`src/rtl/gc_pkg.sv`:
```
package gc_pkg;

    // one-cycle bus condition strobes
    typedef struct packed {
        logic start;
        logic stop;
        logic rise;
        logic fall;
    } bus_ev_t;

    // controller state
    typedef struct packed {
        logic [1:0] byte_idx;   // 0 = first byte, 1 = second, 2/3 = data
        logic       skip;       // not a general call, ignore until START/STOP
        logic       master;
        logic       addressed;
        logic       gca;
        logic       al;
        logic       al_en0;     // lost with acknowledge enable clear
        logic       irq;
        logic       lrb;
        logic       tx_drv;     // master data bit pulls SDA low
        logic       ack_slot;   // between 8th and 9th falling edge
    } ctl_t;

endpackage

```
`src/rtl/gc_bus_events.sv`:
```
module gc_bus_events
    import gc_pkg::*;
(
    input  logic    clk,
    input  logic    rst_n,
    input  logic    scl_i,
    input  logic    sda_i,
    output bus_ev_t ev_o
);

    typedef struct packed {
        logic scl;
        logic sda;
    } smp_t;

    smp_t smp_d, smp_q;

    always_comb begin
        smp_d     = smp_q;
        smp_d.scl = scl_i;
        smp_d.sda = sda_i;

        ev_o.rise  = scl_i & ~smp_q.scl;
        ev_o.fall  = ~scl_i & smp_q.scl;
        ev_o.start = scl_i & smp_q.scl & smp_q.sda & ~sda_i;
        ev_o.stop  = scl_i & smp_q.scl & ~smp_q.sda & sda_i;
    end

    always_ff @(posedge clk or negedge rst_n) begin
        if (!rst_n) begin
            smp_q <= '{scl: 1'b1, sda: 1'b1};
        end else begin
            smp_q <= smp_d;
        end
    end

endmodule

```
`src/rtl/gc_bit_track.sv`:
```
module gc_bit_track
    import gc_pkg::*;
#(
    parameter int unsigned BYTE_W = 8
) (
    input  logic                                clk,
    input  logic                                rst_n,
    input  bus_ev_t                             ev_i,
    input  logic                                sda_i,
    output logic [$clog2(BYTE_W + 2) - 1:0]     bitn_o,
    output logic [BYTE_W-1:0]                   rx_o,
    output logic                                step_o,
    output logic                                data_rise_o,
    output logic                                ack_rise_o,
    output logic                                edge8_o,
    output logic                                edge9_o
);

    localparam int unsigned CNT_W = $clog2(BYTE_W + 2);
    localparam logic [CNT_W-1:0] N_DATA = CNT_W'(BYTE_W);
    localparam logic [CNT_W-1:0] N_ACK  = CNT_W'(BYTE_W + 1);

    typedef struct packed {
        logic              framed;
        logic [CNT_W-1:0]  bitn;    // rising edges seen in this byte
        logic [BYTE_W-1:0] rx;
    } trk_t;

    trk_t trk_d, trk_q;

    always_comb begin
        trk_d = trk_q;

        step_o      = trk_q.framed & ev_i.fall & (trk_q.bitn < N_DATA);
        data_rise_o = trk_q.framed & ev_i.rise & (trk_q.bitn < N_DATA);
        ack_rise_o  = trk_q.framed & ev_i.rise & (trk_q.bitn == N_DATA);
        edge8_o     = trk_q.framed & ev_i.fall & (trk_q.bitn == N_DATA);
        edge9_o     = trk_q.framed & ev_i.fall & (trk_q.bitn == N_ACK);

        if (ev_i.start) begin
            trk_d.framed = 1'b1;
            trk_d.bitn   = '0;
        end else if (ev_i.stop) begin
            trk_d.framed = 1'b0;
            trk_d.bitn   = '0;
        end else if (trk_q.framed) begin
            if (data_rise_o) begin
                trk_d.rx = {trk_q.rx[BYTE_W-2:0], sda_i};
            end
            if (ev_i.rise && trk_q.bitn != N_ACK) begin
                trk_d.bitn = trk_q.bitn + 1'b1;
            end
            if (edge9_o) begin
                trk_d.bitn = '0;
            end
        end

        bitn_o = trk_q.bitn;
        rx_o   = trk_q.rx;
    end

    always_ff @(posedge clk or negedge rst_n) begin
        if (!rst_n) begin
            trk_q <= '0;
        end else begin
            trk_q <= trk_d;
        end
    end

endmodule

```
`src/rtl/gc_sda_drive.sv`:
```
module gc_sda_drive (
    input  logic tx_drv_i,
    input  logic ack_slot_i,
    input  logic master_i,
    input  logic addressed_i,
    input  logic first_byte_i,
    input  logic data_ack_en_i,
    output logic sda_lo_o
);

    logic ack_want;

    always_comb begin
        // first byte is acknowledged once addressed; later bytes follow software
        ack_want = first_byte_i ? 1'b1 : data_ack_en_i;
        sda_lo_o = tx_drv_i | (ack_slot_i & ~master_i & addressed_i & ack_want);
    end

endmodule

```
`src/rtl/gc_call_ctrl.sv`:
```
module gc_call_ctrl
    import gc_pkg::*;
#(
    parameter int unsigned BYTE_W = 8
) (
    input  logic              clk,
    input  logic              rst_n,
    input  logic              scl_i,
    input  logic              sda_i,
    output logic              sda_lo_o,
    output logic              scl_lo_o,
    input  logic              gc_ack_en_i,
    input  logic              irq_at8_i,
    input  logic              data_ack_en_i,
    input  logic              master_sel_i,
    input  logic [BYTE_W-1:0] second_byte_i,
    input  logic              irq_clr_i,
    output logic              irq_o,
    output logic              gca_o,
    output logic              al_o,
    output logic              lrb_o,
    output logic              master_o,
    output logic [BYTE_W-1:0] rx_byte_o
);

    localparam int unsigned CNT_W = $clog2(BYTE_W + 2);

    bus_ev_t           ev;
    logic [CNT_W-1:0]  bitn;
    logic [BYTE_W-1:0] rx;
    logic              step, data_rise, ack_rise, edge8, edge9;
    logic [BYTE_W-1:0] tx_src, tx_shift;
    logic              involved;
    ctl_t              ctl_d, ctl_q;

    gc_bus_events u_events (
        .clk   (clk),
        .rst_n (rst_n),
        .scl_i (scl_i),
        .sda_i (sda_i),
        .ev_o  (ev)
    );

    gc_bit_track #(.BYTE_W(BYTE_W)) u_track (
        .clk         (clk),
        .rst_n       (rst_n),
        .ev_i        (ev),
        .sda_i       (sda_i),
        .bitn_o      (bitn),
        .rx_o        (rx),
        .step_o      (step),
        .data_rise_o (data_rise),
        .ack_rise_o  (ack_rise),
        .edge8_o     (edge8),
        .edge9_o     (edge9)
    );

    gc_sda_drive u_drive (
        .tx_drv_i      (ctl_q.tx_drv),
        .ack_slot_i    (ctl_q.ack_slot),
        .master_i      (ctl_q.master),
        .addressed_i   (ctl_q.addressed),
        .first_byte_i  (ctl_q.byte_idx == 2'd0),
        .data_ack_en_i (data_ack_en_i),
        .sda_lo_o      (sda_lo_o)
    );

    always_comb begin
        ctl_d    = ctl_q;
        tx_src   = (ctl_q.byte_idx == 2'd0) ? '0 : second_byte_i;
        tx_shift = tx_src << bitn;
        involved = 1'b0;

        if (irq_clr_i) begin
            ctl_d.irq = 1'b0;
        end

        if (ev.stop) begin
            ctl_d     = '0;
            ctl_d.lrb = ctl_q.lrb;
            ctl_d.irq = ctl_q.irq & ~irq_clr_i;
        end else if (ev.start) begin
            ctl_d.byte_idx  = 2'd0;
            ctl_d.skip      = 1'b0;
            ctl_d.master    = master_sel_i;
            ctl_d.addressed = 1'b0;
            ctl_d.gca       = 1'b0;
            ctl_d.al_en0    = 1'b0;
            ctl_d.tx_drv    = 1'b0;
            ctl_d.ack_slot  = 1'b0;
        end else begin
            // master places the next data bit while SCL is low
            if (step) begin
                ctl_d.tx_drv = ctl_q.master & (ctl_q.byte_idx <= 2'd1) & ~tx_shift[BYTE_W-1];
            end

            // lost arbitration: released line read back low
            if (data_rise && ctl_q.master && !ctl_q.tx_drv && !sda_i) begin
                ctl_d.master    = 1'b0;
                ctl_d.al        = 1'b1;
                ctl_d.tx_drv    = 1'b0;
                ctl_d.addressed = 1'b1;
                if (!gc_ack_en_i) begin
                    ctl_d.gca    = 1'b1;
                    ctl_d.al_en0 = 1'b1;
                end
            end

            if (edge8 && !ctl_q.skip) begin
                ctl_d.tx_drv = 1'b0;
                if (ctl_q.byte_idx == 2'd0) begin
                    if (rx == '0) begin
                        if (gc_ack_en_i) begin
                            ctl_d.gca       = 1'b1;
                            ctl_d.addressed = 1'b1;
                        end
                    end else if (!ctl_q.master) begin
                        ctl_d.skip = 1'b1;
                    end
                end
                ctl_d.ack_slot = ~ctl_d.skip;
                involved       = (ctl_d.master | ctl_d.addressed) & ~ctl_d.skip;
                if (involved && (irq_at8_i || ctl_q.al_en0)) begin
                    ctl_d.irq = 1'b1;
                end
            end

            if (ack_rise && !ctl_q.skip && (ctl_q.master || ctl_q.addressed)) begin
                ctl_d.lrb = sda_i;
            end

            if (edge9 && !ctl_q.skip) begin
                ctl_d.ack_slot = 1'b0;
                if ((ctl_q.master || ctl_q.addressed) && !irq_at8_i) begin
                    ctl_d.irq = 1'b1;
                end
                if (ctl_q.al_en0) begin
                    ctl_d.gca    = 1'b0;
                    ctl_d.al_en0 = 1'b0;
                end
                if (ctl_q.byte_idx != 2'd3) begin
                    ctl_d.byte_idx = ctl_q.byte_idx + 2'd1;
                end
                // first bit of the second byte goes out right after the ack
                ctl_d.tx_drv = ctl_q.master & (ctl_q.byte_idx == 2'd0) & ~second_byte_i[BYTE_W-1];
            end
        end
    end

    always_ff @(posedge clk or negedge rst_n) begin
        if (!rst_n) begin
            ctl_q <= '0;
        end else begin
            ctl_q <= ctl_d;
        end
    end

    assign scl_lo_o  = ctl_q.irq;
    assign irq_o     = ctl_q.irq;
    assign gca_o     = ctl_q.gca;
    assign al_o      = ctl_q.al;
    assign lrb_o     = ctl_q.lrb;
    assign master_o  = ctl_q.master;
    assign rx_byte_o = rx;

endmodule

```
`config.mk`:
```
export PLATFORM = sky130hd
export DESIGN_NAME = gc_call_ctrl
export DESIGN_NICKNAME = d
export VERILOG_FILES = /design/src/rtl/gc_pkg.sv /design/src/rtl/gc_bus_events.sv /design/src/rtl/gc_bit_track.sv /design/src/rtl/gc_sda_drive.sv /design/src/rtl/gc_call_ctrl.sv
export SDC_FILE = /design/constraint.sdc
export NUM_CORES = 1
export LEC_CHECK = 0
export ABC_CLOCK_PERIOD_IN_PS = 2200
export BUFFER_PORTS_ARGS = -buffer_cell sky130_fd_sc_hd__buf_2
export CAP_MARGIN = 20
export CORE_MARGIN = 10
export CORE_UTILIZATION = 36
export CTS_CLUSTER_DIAMETER = 120
export DETAILED_ROUTE_END_ITERATION = 7
export PLACE_DENSITY = 0.64
export SKIP_CTS_REPAIR_TIMING = 1
export SYNTH_ARGS = -nofsm -noshare
export SYNTH_HDL_FRONTEND = slang
export SYNTH_SLANG_ARGS = --single-unit
```
`constraint.sdc`:
```
create_clock -name clk -period 2.2 [get_ports clk]
set_input_delay 0.44 -clock clk [delete_from_list [all_inputs] [get_ports clk]]
set_output_delay 0.44 -clock clk [all_outputs]
set_load 0.01 [all_outputs]
```
== After elaboration in Yosys (flattened, before gate mapping) ==
Index checks and enable logic that the tools add are counted.
Storage, ports and cells
  output and inout port bits: 15
  register bits: 27
  word-level logic and storage cells: 143
  input bits: 17
Cells by class
  order comparisons: 2
  $add $sub $neg: 2
  shifts and indexed selects: 1
  reductions and logical operators: 32
  bitwise operators: 36
  muxes and demuxes: 49
  equality and inequality tests: 5
Operators with widths (number)
  2-bit two-way mux: 14
  12-bit two-way mux: 2
  1-bit bitwise AND: 23
  1-bit two-way mux: 23
  5-bit two-way mux: 4
  8-bit two-way mux: 2
  4-bit two-way mux: 3
  3-bit nonzero test: 4
  1-bit inverter: 11
  1-bit logical AND: 10
  4-bit == test (second input constant): 2
  8-bit logical NOT: 1
  4-bit nonzero test: 2
  8-bit by 4-bit left shift with 8-bit output: 1
  6-bit two-way mux: 1
  2-bit AND reduction: 3
  6-bit nonzero test: 1
  4-bit by 1-bit adder with 4-bit output (second input constant): 1
  1-bit logical NOT: 4
  4-bit less-than comparator (second input constant): 1
  2-bit inequality test (second input constant): 2
  4-bit inequality test (second input constant): 1
  4-bit AND reduction: 1
  2-bit nonzero test: 2
  6 further kinds: 8

== Logic depth before layout (Yosys ltp) ==
  word-level depth: 25
  mapped depth: 9
  depth with buffers taken out: 7

== By module ==
A second synthesis with hierarchy kept.
Unflattened totals
  cells, all modules: 162
  area total of the unflattened synthesis: 1647.8 um^2
By module, submodules not included
  gc_call_ctrl: instances 1, sequential area each 300.3 um^2, area each 775.7 um^2, cells each 85
  gc_bit_track: instances 1, sequential area each 325.3 um^2, area each 760.7 um^2, cells each 69
  gc_bus_events: instances 1, sequential area each 52.6 um^2, area each 87.6 um^2, cells each 6
  gc_sda_drive: instances 1, sequential area each 0.0 um^2, area each 23.8 um^2, cells each 2

== Worst setup path after synthesis ==
Ideal clock, no wire load.
  kind: reg2reg
  start: reg u_track.trk_q, in the netlist u_track.bitn_o[1]
  end: reg ctl_q[1] (netlist bit)
  setup time: 0.077 ns
  setup slack: 0.451 ns
  clock period less this slack: 1.749 ns
  path buffers: 2
  cell stages (with the launch flop): 10
  arrival time: 1.671 ns
  data required time: 2.123 ns
  cell sequence: dfrtp_1 -> clkbuf_1 -> inv_1 -> ha_1 -> inv_1 -> or3_1 -> buf_6 -> nor3_2 -> a31oi_1 -> a21oi_1
On the way
  cells in the longest elaborated chain, start to end: 10
RTL lines
  start: declaration: RTL line gc_bit_track.sv:29  | trk_t trk_d, trk_q;
  start signal: assignment: RTL line gc_bit_track.sv:66  | trk_q <= trk_d;
  4-bit less-than comparator: RTL line gc_bit_track.sv:34, gc_bit_track.sv:35
  1-bit bitwise AND: RTL line gc_bit_track.sv:35  | data_rise_o = trk_q.framed & ev_i.rise & (trk_q.bitn < N_DATA);
  1-bit logical AND (3 in a row): RTL line gc_call_ctrl.sv:98  | if (data_rise && ctl_q.master && !ctl_q.tx_drv && !sda_i) begin
  1-bit two-way mux: RTL line gc_call_ctrl.sv:98
  2-bit two-way mux: RTL line gc_call_ctrl.sv:109  | if (edge8 && !ctl_q.skip) begin
  2-bit two-way mux: RTL line gc_call_ctrl.sv:132  | if (edge9 && !ctl_q.skip) begin
  2-bit two-way mux: RTL line gc_call_ctrl.sv:82  | end else if (ev.start) begin
  12-bit two-way mux: RTL line gc_call_ctrl.sv:78  | if (ev.stop) begin
  end signal: assignment: RTL line gc_call_ctrl.sv:154  | ctl_q <= ctl_d;
  end: declaration: RTL line gc_call_ctrl.sv:34  | ctl_t ctl_d, ctl_q;
Several ways; a longest one is shown, not always the timed one. The select of a mux whose other input is x is not followed.
A chain may end at the register's enable or synchronous reset.

== Worst setup path after layout ==
  start: reg ctl_q[11] (netlist bit)
  end: out sda_lo_o
On the way
  cells in the longest elaborated chain, start to end: 4
RTL lines
  2-bit logical NOT: RTL line gc_call_ctrl.sv:63  | .first_byte_i (ctl_q.byte_idx == 2'd0),
  1-bit two-way mux: RTL line gc_sda_drive.sv:15  | ack_want = first_byte_i ? 1'b1 : data_ack_en_i;
  1-bit bitwise AND: RTL line gc_sda_drive.sv:16  | sda_lo_o = tx_drv_i | (ack_slot_i & ~master_i & addressed_i & ack_want);
  1-bit OR: RTL line gc_sda_drive.sv:16
  end: declaration: RTL line gc_call_ctrl.sv:10  | output logic sda_lo_o,
No other way between the ends.

==> impl_summary.txt <==
----------------------------------------------------
[Timing]
  Least setup slack across all paths after layout ... 0.305 ns
  Number of slew-limit violations in the final report ... 0
  Aggregate negative setup slack ... 0 ns
  Shortest clock period the worst path allows after layout ... 1.90 ns
  Slew at the pin closest to its max-slew limit ... 0.622 ns
  Relative slew slack ... 58.5%
  Final setup violation count ... 0
  Fin crit share ... 86.2%
  Unrepaired setup endpoints after global routing ... no
  Total count of hold-check failures in the final report ... 0
  Achievable clock frequency ... 528 MHz
  Fin Clk Skew ... 0.00339 ns

[Synthesis]
  Sequential share of the synthesized area ... 43.7%
  Post-synthesis instance area ... 1550 sq um
  Top-area cell type share of the netlist area ... 40.3%
  Flip-flop and latch count after synthesis ... 27
  Post-synthesis cell count ... 159
  Yosys warning count ... 0
  Net count of the mapped netlist ... 182
  Post-synth EDFFs ... 0
  Ranking of synthesized cells by area ... dfrtp_1, mux2_2, ha_1
  Post-synthesis area per instance ... 9.77 sq um
  Main flop type after synthesis ... dfrtp_1
  Library cell with the largest summed area after synthesis ... dfrtp_1
  Netlist cell types ... 40
  Most used standard cell by instance count after synthesis ... dfrtp_1
  Top cells by instance count after synthesis ... dfrtp_1, nand2_1, nor2_1, o21ai_0, mux2_2
  Ys async rst share ... 100%

[Worst setup path]
  Origin of the critical flop-to-flop path ... u_track.bitn_o[2]
  Worst Path Max Fanout ... 5
  Cells on worst reg2reg path ... 5
  Endpoint arrival time on the critical path ... 1.46 ns
  Nature of the critical path endpoint ... output pin
  Capturing point of the worst reg2reg path ... ctl_q[1]
  Worst endpoint required time ... 1.76 ns
  Startpoint types ... flip-flop
  Flop-to-flop setup slack ... 0.32 ns
  Worst setup path class ... flip-flop to output pin

[Power and ir drop]
  Register share of total power ... 49.4%
  Fraction of power consumed by combinational cells ... 31.4%
  Leakage power figure ... 0.773 nW
  Net switching power ... 548 uW
  Clock share of power ... 19.2%
  Cell-internal power ... 987 uW
  Cell Pwr Density ... 896 nW/um^2
  Switching portion of total power ... 35.7%
  Largest voltage drop on the vdd net ... 0.000485 V

[Die]
  Die outline width ... 85.7 um
  Site Rows ... 23
  Area enclosed by the die boundary ... 7340 sq um
  Initial standard-cell utilization of the core ... 38.0%
  Number of top-level design ports ... 32
  Area of the core region ... 4090 sq um
  Y dimension of the die ... 85.7 um

[Place]
  Placement Setup Slack ... 0.354 ns
  Number of port buffers ... 31
  Number of placed instances, taps included ... 225
  DP Wirelength ... 2570 um
  Area of placed instances ... 1670 sq um
  Final estimated routing congestion in global placement ... 0.836

[Clock tree]
  CTS tree ... built
  Sinks on the clock net ... 27
  H-tree levels ... 1
  Reg clk slew, reported paths ... 0.10 ns
  Cell chosen for the clock root ... clkbuf_8
  Worst-Skew Late Latency ... 0.27 ns
  CTS Buf Count ... 3
  Clock buffer depth ... 2

[Outcome]
  Run status ... complete, no violations

[Final layout]
  Post-layout util ... 41.9%
  Layout Area Growth over Synthesis ... 10.4%
  Non-Filler Cell Area, Final ... 1710 sq um
  Fraction of final layout cells with drive strength greater than 1 ... 29.1%
  Diode insertion count for antenna repair ... 0
  Post-layout net count ... 203
  Count of non-filler cells in the finished layout ... 229

[Drt]
  Routed WL per cell ... 14.6 um
  Iteration-0 DRC Markers ... 68
  Post-DRT Antenna Nets ... 0
  Count of unresolved DRC violations after routing ... 0
  DRT Wirelength ... 3330 um
  Avg Vias per Cell ... 5.12
  Pre-antenna DRT Iters ... 4
  Total via count after detailed routing ... 1173

[Job]
  Count of maximum capacitance violations ... 0

[Global routing]
  Via count of the first global-routing pass ... 1197
  GRT Resource Usage Total ... 9.27%
  Antenna violations before repair ... 0
  Global route overflow ... 0
  Largest net degree at the start of global routing ... 28
  Global-route wire length before repair ... 5730 um

[Min path]
  Class of the tightest hold or removal check ... input pin to async pin

----------------------------------------------------
[power by group through the flow]
stage               Sequential, mW  Combinational (mW)  Clock [mW]
CTS                          0.762               0.493       0.299
global route                 0.789               0.548       0.320
global placement             0.771               0.485           0
finish                       0.759               0.482       0.294
floorplan                    0.721               0.444           0
detailed placement           0.771               0.490           0
[sequential cells by signal (all words and copies together) (netlist names)]
signal and count:
u_track.bitn_o 4, lrb_o 1, master_o 1, ctl_q 7, irq_o 1, u_events.smp_q 2, al_o 1, gca_o 1
u_track.rx_o 8, u_track.trk_q 1
[how the worst max path moves through the flow]
stage,depth (start not counted),to,startpoint
floorplan,9,ctl_q[1],u_track.bitn_o[1]
global placement,5,ctl_q[1],u_track.bitn_o[2]
detailed placement,5,ctl_q[1],u_track.bitn_o[2]
CTS,5,sda_lo_o,ctl_q[11]
global route,7,ctl_q[1],u_track.bitn_o[1]
finish,5,sda_lo_o,ctl_q[11]
[stage by stage]
stage	power, mW	hold slack, ns
floorplan	1.17	0.144
global placement	1.26	0.485
detailed placement	1.26	0.492
CTS	1.55	0.186
global route	1.66	0.207
finish	1.54	0.163
[metal layers]
layer	global-route usage, %	part of all wire [%]	vias up
met4	2.40	0.90	0
met2	14.6	47	20
met3	2.08	3.3	4
met5	0	0	-
met1	12.4	48	556
li1	-	-	593
[worst max-delay path: stages, from the launching register on]
cell and delay (ns):
dfrtp_1 0.41, inv_1 0.11, ha_1 0.27, o211ai_1 0.12, o21bai_1 0.12, buf_2 0.15
[area by class of cell]
class                   count  area [sq um]
flip-flops and latches     27           678
fillers                   412          2370
inverters                   8          30.0
multi-input cells         109           739
well taps                  50          62.6
clock inverters             1          7.51
clock buffers               3          41.3
repair buffers             31           155
[cells by family (layout without fill, tap and decap cells)]
kind of cell	Yosys count	in the layout	synth area share, %
xor+xnor	2	2	1.13
fa+ha+maj	6	6	4.83
mux	13	13	9.99
compound gates	35	35	13.9
simple gates	53	53	17.7
flops	27	27	43.7
buf+inv	23	43	8.70
[cell usage in the layout (no fill, tap or decap), types with 3 or more instances in the layout]
cell	synthesis	final
o21ai_0	11	11
a21oi_1	9	9
ha_1	6	6
dfrtp_1	25	25
clkbuf_8	0	3
nor3_1	5	5
inv_1	8	8
nand3_1	6	6
nand2_1	14	14
nand3b_1	3	3
mux2_2	10	10
buf_2	0	31
nor2_1	12	12
Power figures use the tool's default switching activity.
